===== src/rtl/hit_burst_tx_pkg.sv =====
package hit_burst_tx_pkg;
  // one-hot slot marker for a 1-based slot index, zero for the idle slot
  function automatic logic [7:0] slot_mark(input int unsigned slot);
    logic [7:0] m;
    m = '0;
    if (slot != 0 && slot <= 8) m[slot-1] = 1'b1;
    return m;
  endfunction
endpackage


===== src/rtl/hbt_phase_ctr.sv =====
module hbt_phase_ctr #(
  parameter int N_DATA = 3,
  localparam int PH_W = $clog2(N_DATA + 1)
) (
  input  logic            clk,
  input  logic            rst,
  output logic [PH_W-1:0] phase,
  output logic            cap_slot
);
  always_ff @(posedge clk) begin
    if (rst) phase <= '0;
    else if (phase == PH_W'(N_DATA)) phase <= '0;
    else phase <= phase + 1'b1;
  end

  assign cap_slot = (phase == '0);
endmodule


===== src/rtl/hbt_hold_reg.sv =====
module hbt_hold_reg #(
  parameter int HIT_W   = 80,
  parameter int PAYLOAD = 87
) (
  input  logic               clk,
  input  logic               rst,
  input  logic               cap_slot,
  input  logic [HIT_W-1:0]   hit_in,
  input  logic               evt_valid,
  output logic [PAYLOAD-1:0] held,
  output logic               armed
);
  always_ff @(posedge clk) begin
    if (rst) begin
      held  <= '0;
      armed <= 1'b0;
    end else if (cap_slot) begin
      held  <= PAYLOAD'(hit_in);
      armed <= evt_valid;
    end
  end
endmodule


===== src/rtl/hbt_slot_mux.sv =====
module hbt_slot_mux
  import hit_burst_tx_pkg::*;
#(
  parameter int N_DATA = 3,
  parameter int LANES  = 29,
  localparam int PH_W    = $clog2(N_DATA + 1),
  localparam int PAYLOAD = N_DATA * LANES,
  localparam int BUS_W   = N_DATA + LANES
) (
  input  logic               clk,
  input  logic               rst,
  input  logic [PH_W-1:0]    phase,
  input  logic               armed,
  input  logic [PAYLOAD-1:0] held,
  output logic [BUS_W-1:0]   bus
);
  logic [LANES-1:0]  slice [N_DATA];
  logic [LANES-1:0]  sel_data;
  logic [N_DATA-1:0] sel_mark;

  for (genvar k = 0; k < N_DATA; k++) begin : g_slice
    assign slice[k] = held[k*LANES +: LANES];
  end

  always_comb begin
    sel_data = '0;
    sel_mark = '0;
    for (int k = 0; k < N_DATA; k++) begin
      if (phase == PH_W'(k + 1)) begin
        sel_data = slice[k];
        sel_mark = N_DATA'(slot_mark(k + 1));
      end
    end
  end

  always_ff @(posedge clk) begin
    if (rst || !armed) bus <= '0;
    else bus <= {sel_data, sel_mark};
  end
endmodule


===== src/rtl/hit_burst_tx.sv =====
module hit_burst_tx #(
  parameter int HIT_W  = 80,
  parameter int N_DATA = 3,
  parameter int LANES  = 29,
  localparam int PH_W    = $clog2(N_DATA + 1),
  localparam int PAYLOAD = N_DATA * LANES,
  localparam int BUS_W   = N_DATA + LANES
) (
  input  logic             clk,
  input  logic             rst,
  input  logic [HIT_W-1:0] hit_in,
  input  logic             evt_valid,
  output logic [BUS_W-1:0] tx_bus
);
  logic [PH_W-1:0]    phase;
  logic               cap_slot;
  logic [PAYLOAD-1:0] held;
  logic               armed;

  hbt_phase_ctr #(.N_DATA(N_DATA)) u_phase (
    .clk(clk), .rst(rst), .phase(phase), .cap_slot(cap_slot)
  );

  hbt_hold_reg #(.HIT_W(HIT_W), .PAYLOAD(PAYLOAD)) u_hold (
    .clk(clk), .rst(rst), .cap_slot(cap_slot), .hit_in(hit_in),
    .evt_valid(evt_valid), .held(held), .armed(armed)
  );

  hbt_slot_mux #(.N_DATA(N_DATA), .LANES(LANES)) u_mux (
    .clk(clk), .rst(rst), .phase(phase), .armed(armed), .held(held),
    .bus(tx_bus)
  );
endmodule


===== config.mk =====
export PLATFORM = sky130hd
export DESIGN_NAME = hit_burst_tx
export DESIGN_NICKNAME = d
export VERILOG_FILES = /design/src/rtl/hit_burst_tx_pkg.sv /design/src/rtl/hbt_phase_ctr.sv /design/src/rtl/hbt_hold_reg.sv /design/src/rtl/hbt_slot_mux.sv /design/src/rtl/hit_burst_tx.sv
export SDC_FILE = /design/constraint.sdc
export NUM_CORES = 1
export LEC_CHECK = 0
export BUFFER_PORTS_ARGS = -buffer_cell sky130_fd_sc_hd__buf_2
export CAP_MARGIN = 20
export CORE_ASPECT_RATIO = 1.4
export CORE_MARGIN = 2
export CORE_UTILIZATION = 33
export CTS_BUF_LIST = sky130_fd_sc_hd__clkbuf_4
export CTS_CLUSTER_DIAMETER = 50
export DETAILED_ROUTE_END_ITERATION = 8
export PLACE_DENSITY = 0.65
export RECOVER_POWER = 25
export SETUP_SLACK_MARGIN = 0.15
export SYNTH_ARGS = -nofsm -noshare
export SYNTH_HDL_FRONTEND = slang
export SYNTH_SLANG_ARGS = --single-unit

===== constraint.sdc =====
create_clock -name clk -period 2 [get_ports clk]
set_input_delay 0.5 -clock clk [delete_from_list [all_inputs] [get_ports clk]]
set_output_delay 0.5 -clock clk [all_outputs]
set_load 0.01 [all_outputs]

==> impl_metrics.py, run 1 <==
metrics = {
    "cells_and_area": {
        "final_cells": 642,
        "drive_gt1_frac": 0.300,
        "layout_common_cells": "dfxtp_1 (115), buf_2 (114), nor2_1 (82)",
        "layout_commonest_cell": "dfxtp_1",
        "syn_to_final_growth_pct": 23.0,
        "nFillCells": 1230,
        "nets": 568,
    },
    "drt": {
        "wl_met3_um": 535,
        "post_drt_wl_per_cell_um": 14.4,
        "first_pass_iters": 4,
        "drt-met1-wl_um": 4030,
        "drtIter0Drc": 79,
        "routed_via_density": 4.73,
        "drcViolationCount": 0,
        "ant_nets": 0,
        "wl_um": 9250,
        "routed-wl-met2_um": 4520,
        "top_layer_used": "met4",
        "vias": 3037,
    },
    "cts": {
        "numCtsBuffers": 17,
        "cts-root-buf": "clkbuf_4",
        "cts_buffer_depth": 2,
        "cts_resized": 0,
        "path_clk_slew_ns": 0.10,
        "cts_tree": "done",
        "clkSinkCount": 115,
        "htreeDepth": 4,
        "clock_latency_ns": 0.49,
        "postCtsSetupRepairBufs": 0,
        "cts_hold_buf": 0,
    },
    "global_route": {
        "grt_pass1_wl_um": 14800,
        "antenna_found_initial": 2,
        "grt-ovfl-total": 0,
        "grt_usage": 0.143,
        "grt_pass1_vias": 3089,
        "grt_max_degree": 61,
    },
    "die": {
        "num_io_pins": 115,
        "die_width_um": 98.2,
        "row_count": 48,
        "core_area_sq_um": 12300,
        "die_h_um": 136,
        "start_util": 0.334,
        "dieArea_sq_um": 13300,
    },
    "logic_synthesis": {
        "netlist_area_sq_um": 4100,
        "ys_warn_count": 0,
        "netlist_instances": 367,
        "syn-mean-instance-area_sq_um": 11.2,
        "ys_seq_elements": 115,
        "synth_nets": 454,
        "ys_types": 16,
        "ys_seq_area_frac": 0.562,
    },
    "place": {
        "portBuffers": 114,
        "dp_hpwl_um": 6170,
        "dp.cells": 612,
        "gp_congestion": 0.715,
    },
    "power": {
        "p_leak_nw": 2.69,
        "power.density_nw_per_um2": 946,
        "peakVddDrop_uv": 374,
    },
    "sta": {
        "post-route-min-period_ns": 1.66,
        "setup_viol": 0,
        "relSlewSlack": 0.581,
        "drv_slew": 0,
        "finalHoldViolCount": 0,
        "finalSetupTns_ns": 0,
        "final.period_utilization": 0.830,
        "max_clock_freq_mhz": 603,
        "worst_pin_slew_ns": 0.628,
        "fin_skew_ns": 0.0172,
        "rsz0062_at_grt": "no",
    },
    "setup_path": {
        "crit_type": "register to register",
        "cp_top_family": "simple AND/OR/NAND/NOR gates",
        "crit_buf_inv": 0,
        "cp-startpoint": "u_phase.phase[0]",
        "timing.rr.start": "u_phase.phase[0]",
        "path_cells": "ha_1, and4bb_4, a22o_1, a21o_1",
        "critPathMaxFanout": 30,
        "required_ns": 2.43,
        "cp_slowest_cell": "and4bb_4",
        "cp_slowest_stage_delay_ns": 0.66,
        "crit_path_end_kind": "register",
        "arrival_ns": 2.09,
        "start_kind": "register",
    },
    "flow_run": {
        "drv_cap": 0,
    },
    "run_status": {
        "status": "complete, no violations",
    },
    "hold_path": {
        "hp-start": "hit_in[47]",
        "holdCritPathClass": "input pin to register",
    },
}
## synth_stat cells
| master | n | area (sq um) |
|---|---|---|
| a22o_1 | 29 | 254 |
| nor3_1 | 1 | 5.00 |
| dfxtp_1 | 115 | 2300 |
| buf_6 | 4 | 45.0 |
| clkbuf_1 | 10 | 37.5 |
| mux2i_1 | 81 | 811 |
| a21o_1 | 22 | 165 |
| buf_2 | 12 | 60.1 |
| nor3b_1 | 1 | 7.51 |
| buf_4 | 1 | 7.51 |
| and4bb_4 | 1 | 16.3 |
| and3b_1 | 1 | 8.76 |
| and4b_1 | 1 | 10.0 |
| inv_1 | 2 | 7.51 |
| nor2_1 | 82 | 308 |
| ha_1 | 4 | 50.1 |
## tightest hold or removal path, cell delays in order
cell and delay [ns]:
buf_2 0.07, mux2i_1 0.05, nor2_1 0.07
## where the power goes
part | internal, mW | switching [mW] | total [mW]
clock | 0.703 | 0.797 | 1.50
sequential | 2.47 | 0.0937 | 2.57
combinational | 0.355 | 0.342 | 0.697
## routing by layer
layer | vias up | GRT usage
li1 | 1500 | -
met1 | 1438 | 0.167
met2 | 88 | 0.237
met3 | 11 | 0.0490
met4 | 0 | 0.0624
met5 | - | 0
## cells by family (layout without fill, tap and decap cells)
family | count (synthesis) | after routing | share of synthesized area
other cells | 0 | 2 | 0
fa+ha+maj | 4 | 4 | 0.0122
mux | 81 | 81 | 0.198
flops | 115 | 115 | 0.562
buf+inv | 29 | 152 | 0.0385
simple gates | 87 | 87 | 0.0868
compound gates | 51 | 51 | 0.102
## through the flow
stage          utilization  hold WS, ns  cell area, sq um  setup slack [ns]  power, mW
2_1_floorplan            -        0.425              4100             0.553       3.11
3_3_place_gp         0.394        0.430              4830             0.346       3.32
3_5_place_dp         0.394        0.434              4830             0.282       3.35
4_1_cts              0.413        0.183              5060             0.283       4.87
5_1_grt              0.411        0.208              5030             0.210       5.02
6_report             0.411        0.239              5040             0.340       4.77
## layout make-up
class / count / area [sq um] / area share
antenna: 2 / 5.00 / 0.000994
timing repair buffer: 122 / 668 / 0.133
clock inverter: 10 / 95.1 / 0.0189
sequential: 115 / 2300 / 0.457
clock buffer: 18 / 135 / 0.0268
inverter: 2 / 7.51 / 0.00149
multi-input combinational: 223 / 1640 / 0.325
tap: 150 / 188 / 0.0373
## flip-flops by register name, indices dropped and copies added, names as in the netlist
register / flops
u_hold.armed: 1
u_hold.held: 80
u_mux.bus: 32
u_phase.phase: 2
## path summary, 6_finish.rpt
check                          to  slack (ns)  depth (start not counted)
hold / removal    u_hold.held[47]        0.24                          3
hold reg to reg     u_mux.bus[12]        0.45                          1
setup / recovery    u_mux.bus[11]        0.34                          4
setup reg to reg    u_mux.bus[11]        0.34                          4
Note: power is estimated with default switching activity, not from simulation.
==> inputs of run 2 (changes only) <==
--- a/config.mk
+++ b/config.mk
@@ -13,7 +13,7 @@
 export CTS_BUF_LIST = sky130_fd_sc_hd__clkbuf_4
 export CTS_CLUSTER_DIAMETER = 50
 export DETAILED_ROUTE_END_ITERATION = 8
-export PLACE_DENSITY = 0.65
+export PLACE_DENSITY = 0.67
 export RECOVER_POWER = 25
 export SETUP_SLACK_MARGIN = 0.15
 export SYNTH_ARGS = -nofsm -noshare
==> constraint.sdc (replaced) <==
create_clock -name clk -period 1.4 [get_ports clk]
set_input_delay 0.35 -clock clk [delete_from_list [all_inputs] [get_ports clk]]
set_output_delay 0.35 -clock clk [all_outputs]
set_load 0.01 [all_outputs]
==> run 2 against run 1 <==
The flow now finishes with violations (negative setup slack). Clock skew about the same. Flip-flop and latch count unchanged. First-iteration DRC count decreased by 23%. Sequential share of layout area decreased by 5.4 points. Non-clock buffer count increased by 22.
==> impl_metrics.py, run 2 (synthesized netlist as in run 1, its figures left out) <==
metrics = {
    "run_status": {
        "status": "finished, violations left",
        "violations": "negative setup slack",
    },
    "sta": {
        "worst_pin_slew_ns": 0.482,
        "layout_setup_ws_ns": -0.0305,
        "relSlewSlack": 0.679,
        "setup_viol": 21,
        "drv_slew": 0,
        "rsz0062_at_grt": "yes",
        "fin_skew_ns": 0.0169,
        "final.period_utilization": 1.02,
        "finalHoldViolCount": 0,
        "post-route-min-period_ns": 1.43,
        "max_clock_freq_mhz": 699,
    },
    "setup_path": {
        "crit_path_end_kind": "register",
        "worstReg2RegEnd": "u_mux.bus[15]",
        "cp_slowest_stage_delay_ns": 0.40,
        "start_kind": "register",
        "r2r_cells": 6,
        "required_ns": 1.81,
        "crit_type": "register to register",
        "path_cells": "inv_4, ha_4, and4bb_4, buf_12, a22o_1, a21o_1",
        "timing.rr.start": "u_phase.phase[0]",
        "critPathMaxFanout": 15,
        "cp_slowest_cell": "dfxtp_4",
        "arrival_ns": 1.84,
        "rrSetupSlack_ns": -0.03,
    },
    "global_route": {
        "grt_pass1_vias": 3166,
        "grt_max_degree": 47,
        "grt_usage": 0.148,
        "grt-ovfl-total": 0,
        "grt_pass1_wl_um": 15200,
        "antenna_found_initial": 1,
    },
    "hold_path": {
        "hp-start": "hit_in[20]",
        "min_to": "u_hold.held[20]",
        "whs_path_depth": 3,
        "holdCritPathClass": "input pin to register",
    },
    "die": {
        "row_count": 48,
        "die_width_um": 98.2,
        "core_area_sq_um": 12300,
        "dieArea_sq_um": 13300,
        "die_h_um": 136,
        "start_util": 0.334,
        "num_io_pins": 115,
    },
    "drt": {
        "drcViolationCount": 0,
        "routed_via_density": 4.69,
        "vias": 3130,
        "wl_um": 10000,
        "drtIter0Drc": 61,
        "ant_nets": 0,
        "post_drt_wl_per_cell_um": 15.0,
        "first_pass_iters": 4,
    },
    "cts": {
        "path_clk_slew_ns": 0.11,
        "cts-root-buf": "clkbuf_4",
        "clock_latency_ns": 0.52,
        "numCtsBuffers": 17,
        "cts_hold_buf": 0,
        "htreeDepth": 4,
        "clkSinkCount": 115,
        "cts_buffer_depth": 2,
        "cts_tree": "done",
    },
    "power": {
        "power_frac_comb": 0.189,
        "p_int_mw": 5.81,
        "p_leak_nw": 2.93,
        "seqPwrFrac": 0.470,
        "clkPwrFrac": 0.340,
        "total_power_mw": 7.85,
        "power.density_nw_per_um2": 1360,
        "p_switching_mw": 2.04,
        "switching_share": 0.260,
        "peakVddDrop_uv": 692,
    },
    "place": {
        "portBuffers": 114,
        "dp.cells": 621,
        "dp_hpwl_um": 6440,
        "gp_congestion": 0.700,
        "place_ws_ns": -0.0520,
    },
    "cells_and_area": {
        "largest_reg_flops": 80,
        "reg.largest.list": "u_hold.held (80), u_mux.bus (32), u_phase.phase (2)",
        "syn_to_final_growth_pct": 40.9,
        "drive_gt1_frac": 0.390,
        "nets": 590,
        "final_cells": 667,
        "layout_common_cells": "dfxtp_1 (97), buf_2 (95), nor2_1 (82)",
        "layout_commonest_cell": "dfxtp_1",
        "regMostFlops": "u_hold.held",
    },
    "flow_run": {
        "drv_cap": 0,
    },
}
-- run 2: cell types whose count changed in the layout (fill, tap and decap cells not counted), moves of 3 or more --
cell,delta
ha_4,+3
dfxtp_1,-18
dfxtp_2,+16
buf_12,+9
ha_1,-3
clkinv_2,-3
clkinvlp_4,+5
buf_2,-19
buf_16,+5
mux2i_2,+4
buf_6,+19
mux2i_1,-4
clkbuf_16,+4
-- run 2: final cells by class --
| type | count | area (sq um) |
|---|---|---|
| Tap cell | 150 | 188 |
| Sequential cell | 115 | 2330 |
| Clock inverter | 15 | 189 |
| Timing Repair Buffer | 144 | 1240 |
| Multi-Input combinational cell | 223 | 1690 |
| Clock buffer | 17 | 128 |
| Inverter | 2 | 10.0 |
| Antenna cell | 1 | 2.50 |
| Fill cell | 1144 | 6480 |
-- run 2: worst max path at each step --
stage / startpoint / endpoint / slack, ns / depth (start not counted)
after global placement: u_phase.phase[1] / u_hold.held[74] / 0.005 / 6
after detailed placement: u_phase.phase[1] / u_hold.held[75] / -0.05 / 6
final: u_phase.phase[0] / u_mux.bus[15] / -0.03 / 6
after floorplan: u_phase.phase[0] / u_mux.bus[10] / 0.07 / 6
after CTS: u_phase.phase[0] / u_mux.bus[15] / -0.04 / 6
after global routing: u_phase.phase[0] / u_mux.bus[15] / -0.07 / 6
-- run 2: power by group through the flow --
stage / logic [mW] / registers, mW / clock network (mW)
after CTS: 1.36 / 3.69 / 2.79
after global routing: 1.60 / 3.73 / 2.93
after global placement: 1.04 / 3.75 / 0
after floorplan: 0.742 / 3.72 / 0
after detailed placement: 1.07 / 3.77 / 0
final: 1.49 / 3.69 / 2.67
-- run 2: critical path: cells and delay by family, from the launching register on --
family,cells,cell delay [ns]
DFF,1,0.40
AOI/OAI and AO/OA,2,0.36
and+or+nand+nor,1,0.21
buffers and inverters,2,0.20
adders and majority gates,1,0.15
-- run 2: metal layers --
layer	track usage	vias up	part of all wire
li1	-	1548	-
met3	0.0418	19	0.045
met5	0	-	0
met1	0.167	1478	0.42
met2	0.256	85	0.51
met4	0.0708	0	0.026
-- run 2: through the flow --
| stage | instance area, sq um | util | hold WS (ns) | TNS [ns] |
|---|---|---|---|---|
| global route | 5770 | 0.471 | 0.0111 | -3.13 |
| finish | 5770 | 0.471 | 0.0635 | -0.241 |
| CTS | 5560 | 0.454 | 0.00242 | -0.598 |
| detailed placement | 4960 | 0.405 | 0.436 | -0.665 |
| floorplan | 4150 | - | 0.425 | 0 |
| global placement | 4960 | 0.405 | 0.434 | 0 |
-- run 2: repair_timing --
item / in CTS / in global routing
endpoints found under the setup margin: 141 / 142
pin swaps: 0 / 7
setup buffers: 5 / 0
gates cloned: 4 / 4
resized for setup: 30 / 29
==> inputs of run 3 (changes only) <==
--- a/config.mk
+++ b/config.mk
@@ -5,6 +5,7 @@
 export SDC_FILE = /design/constraint.sdc
 export NUM_CORES = 1
 export LEC_CHECK = 0
+export ABC_AREA = 1
 export BUFFER_PORTS_ARGS = -buffer_cell sky130_fd_sc_hd__buf_2
 export CAP_MARGIN = 20
 export CORE_ASPECT_RATIO = 1.4
@@ -13,7 +14,7 @@
 export CTS_BUF_LIST = sky130_fd_sc_hd__clkbuf_4
 export CTS_CLUSTER_DIAMETER = 50
 export DETAILED_ROUTE_END_ITERATION = 8
-export PLACE_DENSITY = 0.67
+export PLACE_DENSITY = 0.66
 export RECOVER_POWER = 25
 export SETUP_SLACK_MARGIN = 0.15
 export SYNTH_ARGS = -nofsm -noshare
==> run 3 against run 2 <==
The run now ends clean. Flip-flop and latch count did not move. Clock skew down 0.0067 ns. Die area increased by 7.4%. Combinational power up 5%. Critical path type is now register to output port. Largest power group unchanged. Highest routed layer unchanged.
==> impl_metrics.py, run 3 <==
metrics = {
    "setup_path": {
        "timing.rr.start": "u_phase.phase[0]",
        "path_cells": "buf_6",
        "required_ns": 1.05,
        "crit_path_end_kind": "output port",
        "arrival_ns": 0.96,
        "crit_buf_inv": 1,
        "start_kind": "register",
        "cp_slowest_stage_delay_ns": 0.36,
        "critPathMaxFanout": 1,
        "crit_type": "register to output port",
        "cp_slowest_cell": "dfxtp_2",
        "rrSetupSlack_ns": 0.11,
        "r2r_cells": 6,
        "cp_top_family": "flip-flops",
        "worstReg2RegEnd": "u_hold.held[44]",
    },
    "cts": {
        "cts_hold_buf": 0,
        "cts-root-buf": "clkbuf_4",
        "htreeDepth": 4,
        "clock_latency_ns": 0.50,
        "numCtsBuffers": 17,
        "clkSinkCount": 115,
        "cts_buffer_depth": 2,
        "path_clk_slew_ns": 0.10,
        "cts_tree": "done",
    },
    "die": {
        "die_width_um": 102,
        "num_io_pins": 115,
        "start_util": 0.334,
        "row_count": 50,
        "die_h_um": 141,
        "core_area_sq_um": 13200,
        "dieArea_sq_um": 14300,
    },
    "drt": {
        "routed_via_density": 4.74,
        "vias": 4238,
        "drcViolationCount": 0,
        "drtIter0Drc": 215,
        "post_drt_wl_per_cell_um": 14.6,
        "first_pass_iters": 5,
        "ant_nets": 0,
        "wl_um": 13000,
    },
    "cells_and_area": {
        "regArea_sq_um": 2340,
        "final_util": 0.472,
        "nets": 783,
        "syn_to_final_growth_pct": 41.2,
        "nFillCells": 1356,
        "drive_gt1_frac": 0.365,
        "reg.largest.list": "u_hold.held (80), u_mux.bus (32), u_phase.phase (2)",
        "multi_input_comb_area_sq_um": 1980,
        "layout_common_cells": "nor2_1 (149), buf_2 (90), dfxtp_1 (88)",
        "largest_reg_flops": 80,
        "layout_commonest_cell": "nor2_1",
        "regMostFlops": "u_hold.held",
    },
    "logic_synthesis": {
        "post-synth-top-count-cell": "nor2_1",
        "ys_seq_area_frac": 0.522,
        "ys_top_cells_by_area": "dfxtp_1 (52%), nor2_1 (14%), o21ai_0 (7.5%)",
        "synthArstFlopShare": 0,
        "synth_nets": 660,
        "ys_warn_count": 0,
        "ys_types": 19,
        "synth_top_area_frac": 0.522,
        "ys_seq_elements": 115,
        "synth_edf_count": 0,
        "syn-mean-instance-area_sq_um": 7.69,
        "netlist_instances": 573,
        "synthFlopType": "dfxtp_1",
        "yosysTopAreaCell": "dfxtp_1",
        "synthTopCellsByCount": "nor2_1 (164), dfxtp_1 (115), nand2_1 (66), o21ai_0 (66), nand4_1 (44)",
        "netlist_area_sq_um": 4410,
    },
    "hold_path": {
        "min_to": "u_hold.held[1]",
        "whs_path_depth": 3,
        "holdCritPathClass": "input pin to register",
        "hp-start": "hit_in[1]",
    },
    "global_route": {
        "grt_usage": 0.180,
        "grt_pass1_wl_um": 19800,
        "grt_pass1_vias": 4129,
        "antenna_found_initial": 3,
        "grt_max_degree": 41,
        "grt-ovfl-total": 0,
    },
    "sta": {
        "post-route-min-period_ns": 1.31,
        "worst_pin_slew_ns": 0.278,
        "drv_slew": 0,
        "max_clock_freq_mhz": 761,
        "setup_viol": 0,
        "relSlewSlack": 0.815,
        "fin_hold_ws_ns": 0.0593,
        "finalHoldViolCount": 0,
        "layout_setup_ws_ns": 0.0856,
        "fin_skew_ns": 0.0102,
        "rsz0062_at_grt": "yes",
        "final.period_utilization": 0.939,
        "finalSetupTns_ns": 0,
    },
    "place": {
        "place_ws_ns": -0.0607,
        "portBuffers": 114,
        "gp_congestion": 0.804,
        "dp_hpwl_um": 8440,
    },
    "run_status": {
        "status": "complete, no violations",
    },
    "power": {
        "peakVddDrop_uv": 533,
        "power.density_nw_per_um2": 1360,
        "p_leak_nw": 3.01,
    },
    "flow_run": {
        "drv_cap": 0,
    },
}
[run 3: kinds of logic after synthesis]
family | share of synthesized area
and+or+nand+nor | 0.299
DFF | 0.522
AOI/OAI and AO/OA | 0.0920
buffers and inverters | 0.0749
adders and majority gates | 0.0114
[run 3: layout make-up]
cell class	count	area share
Antenna cell	3	0.00121
Clock buffer	21	0.0253
Clock inverter	11	0.0334
Inverter	29	0.0203
Multi-Input combinational cell	387	0.319
Sequential cell	115	0.376
Tap cell	182	0.0366
Timing Repair Buffer	146	0.189
[run 3: worst max path at each step]
| stage | from | slack (ns) | cells after the start | to |
|---|---|---|---|---|
| after global placement | u_phase.phase[0] | 0.01 | 7 | u_mux.bus[31] |
| after detailed placement | u_phase.phase[0] | -0.06 | 7 | u_mux.bus[31] |
| final | u_mux.bus[10] | 0.09 | 1 | tx_bus[10] |
| after CTS | u_mux.bus[12] | 0.03 | 1 | tx_bus[12] |
| after global routing | u_mux.bus[13] | 0.02 | 1 | tx_bus[13] |
| after floorplan | u_phase.phase[0] | 0.16 | 7 | u_mux.bus[25] |
[run 3: repair_timing]
action / CTS / global route
gates cloned: 2 / 4
endpoints found under the hold margin: 0 / 0
endpoints found under the setup margin: 125 / 123
resized for setup: 53 / 110
pin swaps: 1 / 29
buffers inserted: 0 / 2
[run 3: power breakdown]
| part | switching (mW) | internal, mW | total (mW) |
|---|---|---|---|
| logic | 0.915 | 0.649 | 1.56 |
| clock network | 1.22 | 1.84 | 3.06 |
| registers | 0.227 | 3.63 | 3.86 |
[run 3: per-stage QoR]
stage / instance area [sq um] / std cells / power (mW)
after global placement: 5280 / 851 / 5.19
after global routing: 6230 / 894 / 8.91
after floorplan: 4410 / 573 / 4.66
after detailed placement: 5280 / 851 / 5.21
after CTS: 5860 / 885 / 8.37
final: 6230 / 894 / 8.48
[run 3: per-layer routing]
layer,up-vias,track usage,wire length (um)
met4,0,0.0882,424
li1,2122,-,-
met5,-,0,0
met1,1963,0.203,5310
met3,25,0.0451,612
met2,128,0.310,6700
